### config.mk
export PLATFORM = sky130hd
export DESIGN_NAME = rot_prio_resolver
export DESIGN_NICKNAME = d
export VERILOG_FILES = /design/src/rtl/rpr_pkg.sv /design/src/rtl/rpr_scan.sv /design/src/rtl/rpr_capture.sv /design/src/rtl/rot_prio_resolver.sv
export SDC_FILE = /design/constraint.sdc
export NUM_CORES = 1
export LEC_CHECK = 0
export BUFFER_PORTS_ARGS = -buffer_cell sky130_fd_sc_hd__clkbuf_2
export CORE_ASPECT_RATIO = 0.8
export CORE_MARGIN = 1.5
export CORE_UTILIZATION = 35
export CTS_BUF_LIST = sky130_fd_sc_hd__clkbuf_16
export CTS_CLUSTER_DIAMETER = 120
export CTS_CLUSTER_SIZE = 28
export DETAILED_ROUTE_END_ITERATION = 8
export PLACE_DENSITY = 0.69
export SYNTH_ARGS = -nofsm -noshare
export SYNTH_HDL_FRONTEND = slang
export SYNTH_SLANG_ARGS = --single-unit
### constraint.sdc
create_clock -name clk -period 3.6 [get_ports clk]
set_input_delay 0.18 -clock clk [delete_from_list [all_inputs] [get_ports clk]]
set_output_delay 0.18 -clock clk [all_outputs]
set_load 0.02 [all_outputs]
### src/rtl/rpr_pkg.sv
package rpr_pkg;
    // Number of request lines; must be a power of two so level sums wrap by truncation.
    localparam int unsigned LINES        = 8;
    localparam int unsigned LVL_W        = $clog2(LINES);
    // Line that carries a slave's request when acting as cascade master.
    localparam int unsigned CASCADE_LINE = 2;

    typedef logic [LINES-1:0] vec_t;
    typedef logic [LVL_W-1:0] lvl_t;

    typedef struct packed {
        vec_t irr;   // pending requests
        vec_t last;  // line values sampled on the previous edge
        vec_t isr;   // lines in service
        lvl_t base;  // rotation base level
        logic irq;   // registered interrupt output
        lvl_t lvl;   // registered winning level
    } state_t;
endpackage

### src/rtl/rpr_scan.sv
module rpr_scan #(
    parameter int unsigned N = rpr_pkg::LINES,
    localparam int unsigned W = $clog2(N)
) (
    input  logic [N-1:0] vec,
    input  logic [W-1:0] base,
    output logic [W:0]   off     // N when vec is empty
);
    logic [W-1:0] idx;

    // Walk offsets downward so the smallest offset that hits is the last write.
    always_comb begin
        off = (W+1)'(N);
        idx = '0;
        for (int k = N - 1; k >= 0; k--) begin
            idx = base + W'(k);
            if (vec[idx]) begin
                off = (W+1)'(k);
            end
        end
    end
endmodule

### src/rtl/rpr_capture.sv
module rpr_capture #(
    parameter int unsigned N = rpr_pkg::LINES
) (
    input  logic [N-1:0] req,
    input  logic [N-1:0] level_mode,
    input  logic [N-1:0] last,
    input  logic [N-1:0] irr,
    input  logic [N-1:0] clr,
    output logic [N-1:0] irr_nxt
);
    logic [N-1:0] rise;

    always_comb begin
        rise = req & ~last;
        // Level lines mirror the input; edge lines hold until cleared, a new rise beats the clear.
        irr_nxt = (level_mode & req) | (~level_mode & ((irr & ~clr) | rise));
    end
endmodule

### src/rtl/rot_prio_resolver.sv
module rot_prio_resolver
    import rpr_pkg::*;
(
    input  logic             clk,
    input  logic             rst,
    input  logic [LINES-1:0] req_in,
    input  logic [LINES-1:0] trig_level,
    input  logic [LINES-1:0] mask_in,
    input  logic [LINES-1:0] isr_clr,
    input  logic             base_wr,
    input  logic [LVL_W-1:0] base_val,
    input  logic             auto_eoi,
    input  logic             rot_on_aeoi,
    input  logic             nest_special,
    input  logic             is_master,
    input  logic             ack_in,
    output logic             irq_out,
    output logic [LVL_W-1:0] level_out
);
    state_t st_q, st_d;

    vec_t         pend_vec;
    vec_t         svc_vec;
    vec_t         ack_vec;
    vec_t         irr_nxt;
    logic [LVL_W:0] pend_off;
    logic [LVL_W:0] svc_off;
    lvl_t         win_lvl;
    logic         take;

    // Candidate and in-service vectors feeding the two scanners.
    always_comb begin
        pend_vec = st_q.irr & ~mask_in;
        svc_vec  = st_q.isr;
        if (nest_special && is_master) begin
            svc_vec[CASCADE_LINE] = 1'b0;
        end
        take    = ack_in && st_q.irq;
        ack_vec = take ? (vec_t'(1) << st_q.lvl) : '0;
    end

    rpr_scan #(.N(LINES)) u_scan_pend (
        .vec  (pend_vec),
        .base (st_q.base),
        .off  (pend_off)
    );

    rpr_scan #(.N(LINES)) u_scan_svc (
        .vec  (svc_vec),
        .base (st_q.base),
        .off  (svc_off)
    );

    rpr_capture #(.N(LINES)) u_capture (
        .req        (req_in),
        .level_mode (trig_level),
        .last       (st_q.last),
        .irr        (st_q.irr),
        .clr        (ack_vec),
        .irr_nxt    (irr_nxt)
    );

    always_comb begin
        win_lvl = st_q.base + pend_off[LVL_W-1:0];
        st_d    = st_q;

        st_d.last = req_in;
        st_d.irr  = irr_nxt;

        st_d.isr = st_q.isr & ~isr_clr;
        if (take && !auto_eoi) begin
            st_d.isr = st_d.isr | ack_vec;
        end

        if (base_wr) begin
            st_d.base = base_val;
        end else if (take && auto_eoi && rot_on_aeoi) begin
            st_d.base = st_q.lvl + lvl_t'(1);
        end

        // Strict nesting; output held low for the cycle after an accepted acknowledge.
        st_d.irq = (pend_off < svc_off) && !take;
        st_d.lvl = st_d.irq ? win_lvl : '0;
    end

    always_ff @(posedge clk) begin
        if (rst) begin
            st_q <= '0;
        end else begin
            st_q <= st_d;
        end
    end

    assign irq_out   = st_q.irq;
    assign level_out = st_q.lvl;
endmodule

## Yosys cells after proc, flatten, opt, wreduce, memory -nomap -nowiden

Index checks and enable logic that the tools add are counted.

- Magnitude comparators: 9
- $add $sub $neg: 9
- Muxes and demuxes: 53
- Reduce and logical (&&, ||, !) cells: 10
- Bitwise operators: 15
- Shift operators: 1

Operator list:

| kind | count |
|---|---|
| $mux W4 | 16 |
| $and A8 B8 Y8 | 6 |
| $bmux W1 S3 | 16 |
| $not A8 Y8 | 5 |
| $lt A3 B4 Y1 const B | 8 |
| $or A8 B8 Y8 | 3 |
| $mux W1 | 17 |
| $mux W8 | 2 |
| $add A3 B3 Y3 const B | 4 |
| $shl A1 B3 Y8 const A | 1 |
| $add A3 B1 Y3 const B | 2 |
| $add A3 B2 Y3 const B | 2 |
| $logic_and A1 B1 Y1 | 6 |
| $mux W3 | 2 |
| $lt A4 B4 Y1 | 1 |
| $add A3 B3 Y3 | 1 |
| $logic_not A1 Y1 | 2 |
| $reduce_bool A2 Y1 | 1 |
| $reduce_or A2 Y1 | 1 |
| $not A1 Y1 | 1 |

- Flip-flop bits (word level): 31
- Output and inout bits: 4
- Input port bits: 43

## Depth between registers and ports, before layout

Gate-level depths: netlist of the first run.

- Depth in word-level cells: 16
- Mapped depth: 14
- Mapped depth without buffers: 13

## Modules after synthesis

Synthesis of the first run repeated with hierarchy kept, for this count alone.

- Cells, all modules: 289
- Area, all modules: 2,901.5 sq um

By module, submodules not included:

| module | instances | cells an instance | sequential area each (sq um) | area an instance (sq um) |
|---|---|---|---|---|
| rpr_scan | 2 | 63 | 0.0 | 688.2 |
| rot_prio_resolver | 1 | 139 | 620.6 | 1,375.1 |
| rpr_capture | 1 | 24 | 0.0 | 150.1 |

## Least setup slack after synthesis of the first run

No wires, ideal clock.

- Kind: register to register
- Start: reg st_q[5] (netlist name)
- End: reg st_q, in the netlist level_out[0]
- Library setup time: 80 ps
- Data arrival time: 3,327 ps
- Period minus slack after synthesis: 3,407 ps
- Path slack: 193 ps
- Cell stages (with the launch flop): 14
- Cells stage by stage: dfxtp_1 > buf_2 > inv_1 > ha_1 > buf_2 > mux4_2 > mux2_2 > inv_1 > nand2_1 > or3_1 > ha_1 > a2111oi_0 > nand2_1 > nor3b_1

- Cells in the longest elaborated chain, start to end: 15

Ends and longest elaborated chain:

| item | RTL line | RTL |
|---|---|---|
| start, declared | rot_prio_resolver.sv:20 | `state_t st_q, st_d;` |
| start signal, assigned | rot_prio_resolver.sv:90 | `st_q <= st_d;` |
| $add A3 B3 Y3 | rpr_scan.sv:16 | `idx = base + W'(k);` |
| $bmux W1 S3 | rpr_scan.sv:17 | `if (vec[idx]) begin` |
| $mux W1 (not written as such) | rpr_scan.sv:17 |  |
| $mux W4 (8 in a row) | rpr_scan.sv:17 |  |
| $lt A4 B4 Y1 | rot_prio_resolver.sv:82 | `st_d.irq = (pend_off < svc_off) && !take;` |
| $logic_and A1 B1 Y1 | rot_prio_resolver.sv:82 |  |
| $not A1 Y1 (no source line) | n/a |  |
| $reduce_or A2 Y1 (no source line) | n/a |  |

Several ways; a longest one is shown, not always the timed one. The select of a mux whose other input is x is not followed.
A chain may end at the register's enable or synchronous reset.

## Worst setup path in the final report of the first run

- Start: reg st_q[4] (netlist name)
- End: reg st_q, in the netlist level_out[0]

Same word-level chain as after synthesis.

==> impl_metrics.toml, run 1 <==
[clocking]
cts_buffers = 5
cts_tree = "built"
hold_buffers = 0
clock_insertion_delay_worst_skew_ns = 0.28
cts.sinks = 31
clockRootBuffer = "clkbuf_16"
clk_pin_slew_worst_paths_ns = 0.06
cts_max_path_buffers = 2
htree_num_levels = 2

[floorplan]
die_w_um = 93.97
core_sq_um = 6409
ios = 47
die_height_um = 75.78
initial_core_util = 0.3616
die_area_sq_um = 7121
fp-row-count = 26

[placed_design]
place_hpwl_um = 4475
dp.cells = 369
pre_cts_slack_ns = 0.2115
place.gp.congestion = 0.8733
io_buffers = 46

[detailed_routing]
drtPass1Iterations = 4
totalWireLength_um = 5775
vias = 1969
drc = 0
viasPerCell = 5.195
drt_iter0_drc = 140
wire_per_inst_um = 15.24
ant_nets = 0

[critical_path]
endpoint = "level_out[0]"
startpoint_type = "flip-flop"
cp_max_fo = 6
worstPathRequired_ns = 3.80
r2r-end = "level_out[0]"
ff2ff_path_depth = 10
crit_arrival_ns = 3.60
reg2reg_setup_slack_ns = 0.19
crit_type = "flip-flop to flip-flop"
startpoint = "st_q[4]"
crit_path_end_kind = "flip-flop"
r2r-start = "st_q[4]"

[cells_and_area]
fillers = 612
fin_nets = 350
drive_gt1_frac = 0.3119
layout.cells.non_filler = 379
final_core_util = 0.4375
area_growth_pct = 21.00
diodes = 0
seq_area_sq_um = 620.6
multi_input_area_sq_um = 1598

[grt]
grt.met1_usage = 0.2476
grt.total_usage = 0.1766
use_met2 = 0.2689
grt_pass1_wl_um = 9370
use_met3 = 0.04691
overflow = 0
antenna_found_initial = 0
grt_max_degree = 29
grt-busiest-layer = "met2"
grt_pass1_vias = 1897

[power]
p_leak_nw = 1.145
power_density_nw_per_um2 = 426.1
peakVddDrop_mv = 0.2127

[timing]
setup_violations = 0
hold_ws_ns = 0.1323
period_share = 0.9460
hold_viol_final = 0
drv_slew = 0
period_minus_slack_ns = 3.406
max_freq_mhz = 293.6
finClkSkew_ns = 0.006233
max_slew_margin = 0.6108
worst_slack_ns = 0.1944
tightest_slew_ns = 0.5838

[synthesis]
ys_seq_area_frac = 0.2678
syn_nets = 300
async_flop_share = 0
avgSynthCellArea_sq_um = 9.497
syn_area_sq_um = 2317
synth_cell_type_count = 45
synthCells = 244
ys_ff_latch = 31
ys.flop_type = "dfxtp_1"
yosys_warnings = 0
synth_edf_count = 0

[flow_run]
maxCapViolCount = 0

[outcome]
status = "finished, final reports clean"

[hold_path]
hold_class = "primary input to flip-flop"
[registers in the layout (all words and copies together) (netlist names)]
signal / cells
st_q: 27
level_out: 3
irq_out: 1
[cells in the final DEF, fill, tap and decap left out, types with 2 or more instances in the layout]
cell / synthesis / layout
clkbuf_2: 0 / 46
dfxtp_1: 31 / 31
nor2_1: 27 / 27
nor2b_1: 17 / 17
nand2b_1: 16 / 16
a21oi_1: 16 / 16
mux4_2: 15 / 15
mux2i_1: 15 / 15
nand2_1: 15 / 15
ha_1: 12 / 12
inv_1: 9 / 10
buf_4: 3 / 9
mux2_2: 8 / 8
o21ai_0: 6 / 6
a32o_1: 6 / 6
clkbuf_16: 0 / 5
a211oi_1: 3 / 3
nor3_1: 3 / 3
nor4bb_1: 2 / 2
nor4_2: 2 / 2
and2_1: 2 / 2
a21boi_0: 2 / 2
and3_1: 2 / 2
nand3b_1: 2 / 2
or3_1: 2 / 2
[stage by stage]
stage               total power [mW]  cell area [sq um]  setup TNS [ns]
finish                         1.195               2804               0
global route                   1.266               2804         -0.1325
floorplan                     0.6748               2317               0
detailed placement            0.7746               2630               0
CTS                            1.186               2771               0
global placement              0.7751               2630               0
[power breakdown]
part	internal (mW)	switching, mW
Sequential	0.375	0.0370
Combinational	0.170	0.207
Clock	0.252	0.154
Total	0.797	0.398
[routing by layer]
layer,wire [um],vias up
li1,-,985
met1,2811,913
met2,2423,67
met3,490,4
met4,49,0
met5,0,-
[worst min path at each step]
stage                     startpoint  endpoint  slack (ns)  cells past startpoint
final                      req_in[7]  st_q[22]        0.13                      2
after detailed placement   req_in[7]  st_q[22]        0.42                      2
after floorplan            req_in[3]  st_q[18]        0.31                      1
after global routing       req_in[7]  st_q[22]        0.15                      2
after CTS                  req_in[7]  st_q[22]        0.13                      2
after global placement     req_in[7]  st_q[22]        0.41                      2
[kinds of logic after synthesis]
family / count (synthesis) / synth area share
AO/OA/AOI/OAI: 40 / 0.1145
XOR/XNOR: 3 / 0.01782
adder cells (fa/ha/maj): 13 / 0.07343
buffers and inverters: 23 / 0.05021
flip-flops: 31 / 0.2678
multiplexers: 38 / 0.2495
AND/OR/NAND/NOR: 96 / 0.2268
[area by class of cell]
cell class	count	area share
inverters	11	0.01473
flip-flops and latches	31	0.2213
clock buffers	5	0.04462
well taps	84	0.03748
multi-input cells	190	0.5698
repair buffers	55	0.1062
clock inverters	3	0.005801
[cell usage after synthesis, types with 3 or more instances]
cell | number | area, sq um
a32o_1 | 6 | 60.06
nor2_1 | 27 | 101.4
buf_4 | 3 | 22.52
a211oi_1 | 3 | 22.52
nand2_1 | 15 | 56.30
nor3_1 | 3 | 15.01
mux2_2 | 8 | 90.09
nand2b_1 | 16 | 100.1
ha_1 | 12 | 150.1
clkbuf_1 | 4 | 15.01
mux2i_1 | 15 | 150.1
a21oi_1 | 16 | 80.08
inv_1 | 9 | 33.78
nor2b_1 | 17 | 106.4
o21ai_0 | 6 | 30.03
mux4_2 | 15 | 337.8
buf_2 | 3 | 15.01
dfxtp_1 | 31 | 620.6
[what timing repair did]
action | 4_1_cts | 5_1_grt
setup buffers | 0 | 2
endpoints found under the setup margin | 0 | 3
resized for setup | 0 | 3
[worst max-delay path, cell delays in order, from the launching register on]
cell and delay, ns:
dfxtp_1 0.36, inv_2 0.10, ha_1 0.39, mux4_2 0.56, mux2i_1 0.22, nand4_1 0.14
or3_1 0.41, ha_1 0.30, a2111oi_1 0.44, nand2_1 0.21, nor3b_2 0.20
No activity file was read; power rests on OpenSTA's default activity.
==> run 2: changes to the inputs <==
--- a/config.mk
+++ b/config.mk
@@ -13,7 +13,7 @@
 export CTS_CLUSTER_DIAMETER = 120
 export CTS_CLUSTER_SIZE = 28
 export DETAILED_ROUTE_END_ITERATION = 8
-export PLACE_DENSITY = 0.69
+export PLACE_DENSITY = 0.66
 export SYNTH_ARGS = -nofsm -noshare
 export SYNTH_HDL_FRONTEND = slang
 export SYNTH_SLANG_ARGS = --single-unit
==> run 2 against run 1 <==
Compared with the run above: via count grew 2.2%; final area up 0.27%; cell count rose by 0.26%; utilization is 0.12 points higher; sequential share of layout area fell by 0.059 points; critical path type unchanged; largest power group unchanged.
==> impl_metrics.toml, run 2 (synthesized netlist as in run 1, its figures left out) <==
[outcome]
status = "finished, final reports clean"

[grt]
grt_pass1_wl_um = 9846
grt_pass1_vias = 2109
overflow = 0
grt.total_usage = 0.1838
antenna_found_initial = 0
grt_max_degree = 29

[timing]
fin_setup_tns_ns = 0
max_slew_margin = 0.6121
max_freq_mhz = 300.9
tightest_slew_ns = 0.5819
rsz0062_at_grt = "no"
setup_violations = 0
finClkSkew_ns = 0.005688
period_share = 0.9232
hold_viol_final = 0
worst_slack_ns = 0.2766
drv_slew = 0
period_minus_slack_ns = 3.323

[critical_path]
worstPathRequired_ns = 3.80
ff2ff_path_depth = 12
r2r-start = "st_q[4]"
reg2reg_setup_slack_ns = 0.28
cp_max_fo = 14
r2r-end = "level_out[2]"
crit_arrival_ns = 3.53
startpoint_type = "flip-flop"
crit_path_end_kind = "flip-flop"
crit_type = "flip-flop to flip-flop"

[placed_design]
place_hpwl_um = 4599
pre_cts_slack_ns = 0.2198
io_buffers = 46
place.gp.congestion = 0.8893

[cells_and_area]
fin_nets = 351
mostFrequentLayoutCells = "clkbuf_2, dfxtp_1, nor2_1, nor2b_1"
largest_reg_flops = 27
top_register = "st_q"
diodes = 0
drive_gt1_frac = 0.3142
area_growth_pct = 21.33
mostFrequentLayoutCell = "clkbuf_2"

[clocking]
clock_insertion_delay_worst_skew_ns = 0.28
cts_tree = "built"
hold_buffers = 0
cts_buffers = 5
clk_pin_slew_worst_paths_ns = 0.05
clockRootBuffer = "clkbuf_16"
htree_num_levels = 2
cts_max_path_buffers = 2
cts.sinks = 31

[floorplan]
die_area_sq_um = 7121
die_height_um = 75.78
die_w_um = 93.97
fp-row-count = 26
ios = 47
core_sq_um = 6409
initial_core_util = 0.3616

[hold_path]
hold_class = "primary input to flip-flop"
hold_depth = 2
hold_end = "st_q[22]"
worstHoldStart = "req_in[7]"

[power]
comb_power_share = 0.318
peakVddDrop_mv = 0.2040
p_sw_mw = 0.4032
p_int_mw = 0.7980
swShare = 0.3356
clkPwrFrac = 0.340
power_density_nw_per_um2 = 427.2
seq_power_share = 0.342
p_leak_nw = 1.150

[detailed_routing]
drtPass1Iterations = 4
viasPerCell = 5.295
drc = 0
wire_per_inst_um = 15.48
totalWireLength_um = 5883
ant_nets = 0
vias = 2012
drt_iter0_drc = 109

[flow_run]
maxCapViolCount = 0
[run 2: cell type report]
type	instances	area, sq um
well taps	84	105.1
clock buffers	5	125.1
fillers	609	3597
flip-flops and latches	31	620.6
inverters	11	41.29
multi-input cells	190	1598
repair buffers	56	305.3
clock inverters	3	16.27
[run 2: how the worst max path moves through the flow]
stage / start / end / slack (ns)
5_1_grt: st_q[5] / level_out[0] / 0.009
3_3_place_gp: st_q[5] / level_out[0] / 0.25
3_5_place_dp: st_q[4] / level_out[2] / 0.22
4_1_cts: st_q[5] / level_out[0] / 0.22
2_1_floorplan: st_q[5] / level_out[0] / 0.19
6_report: st_q[4] / level_out[2] / 0.28
[run 2: power groups by stage]
stage                     combinational (mW)  sequential, mW  clock (mW)
after floorplan                        0.267           0.408           0
after global placement                 0.362           0.418           0
after detailed placement               0.365           0.417           0
after CTS                              0.369           0.411       0.415
after global routing                   0.422           0.416       0.437
final                                  0.381           0.411       0.408
[run 2: per-stage QoR]
stage | cell area, sq um | power [mW] | util | hold WS (ns) | instances
after global placement | 2638 | 0.7807 | 0.4116 | 0.4124 | 370
after global routing | 2811 | 1.275 | 0.4387 | 0.1362 | 380
after CTS | 2779 | 1.196 | 0.4336 | 0.1204 | 378
final | 2811 | 1.201 | 0.4387 | 0.1259 | 380
after floorplan | 2317 | 0.6748 | - | 0.3082 | 244
after detailed placement | 2638 | 0.7822 | 0.4116 | 0.4201 | 370
[run 2: per-layer routing]
metal	part of all wire	global-route usage
met2	0.44	0.3003
met5	0	0
met4	0.018	0.07131
met1	0.48	0.2377
met3	0.061	0.04491
[run 2: timing repair]
action,in CTS,in global routing
buffers inserted,0,2
endpoints found under the setup margin,0,2
resized for setup,0,3
hold endpoints to repair,0,0
[run 2: critical path, stage by stage, from the launching register on]
cell	delay, ns
dfxtp_1	0.37
buf_4	0.25
mux2_2	0.40
mux4_2	0.50
a21oi_1	0.16
o21ai_1	0.10
a21boi_0	0.19
ha_1	0.18
inv_1	0.05
fa_1	0.37
xnor2_1	0.14
or3_1	0.33
a211oi_2	0.21
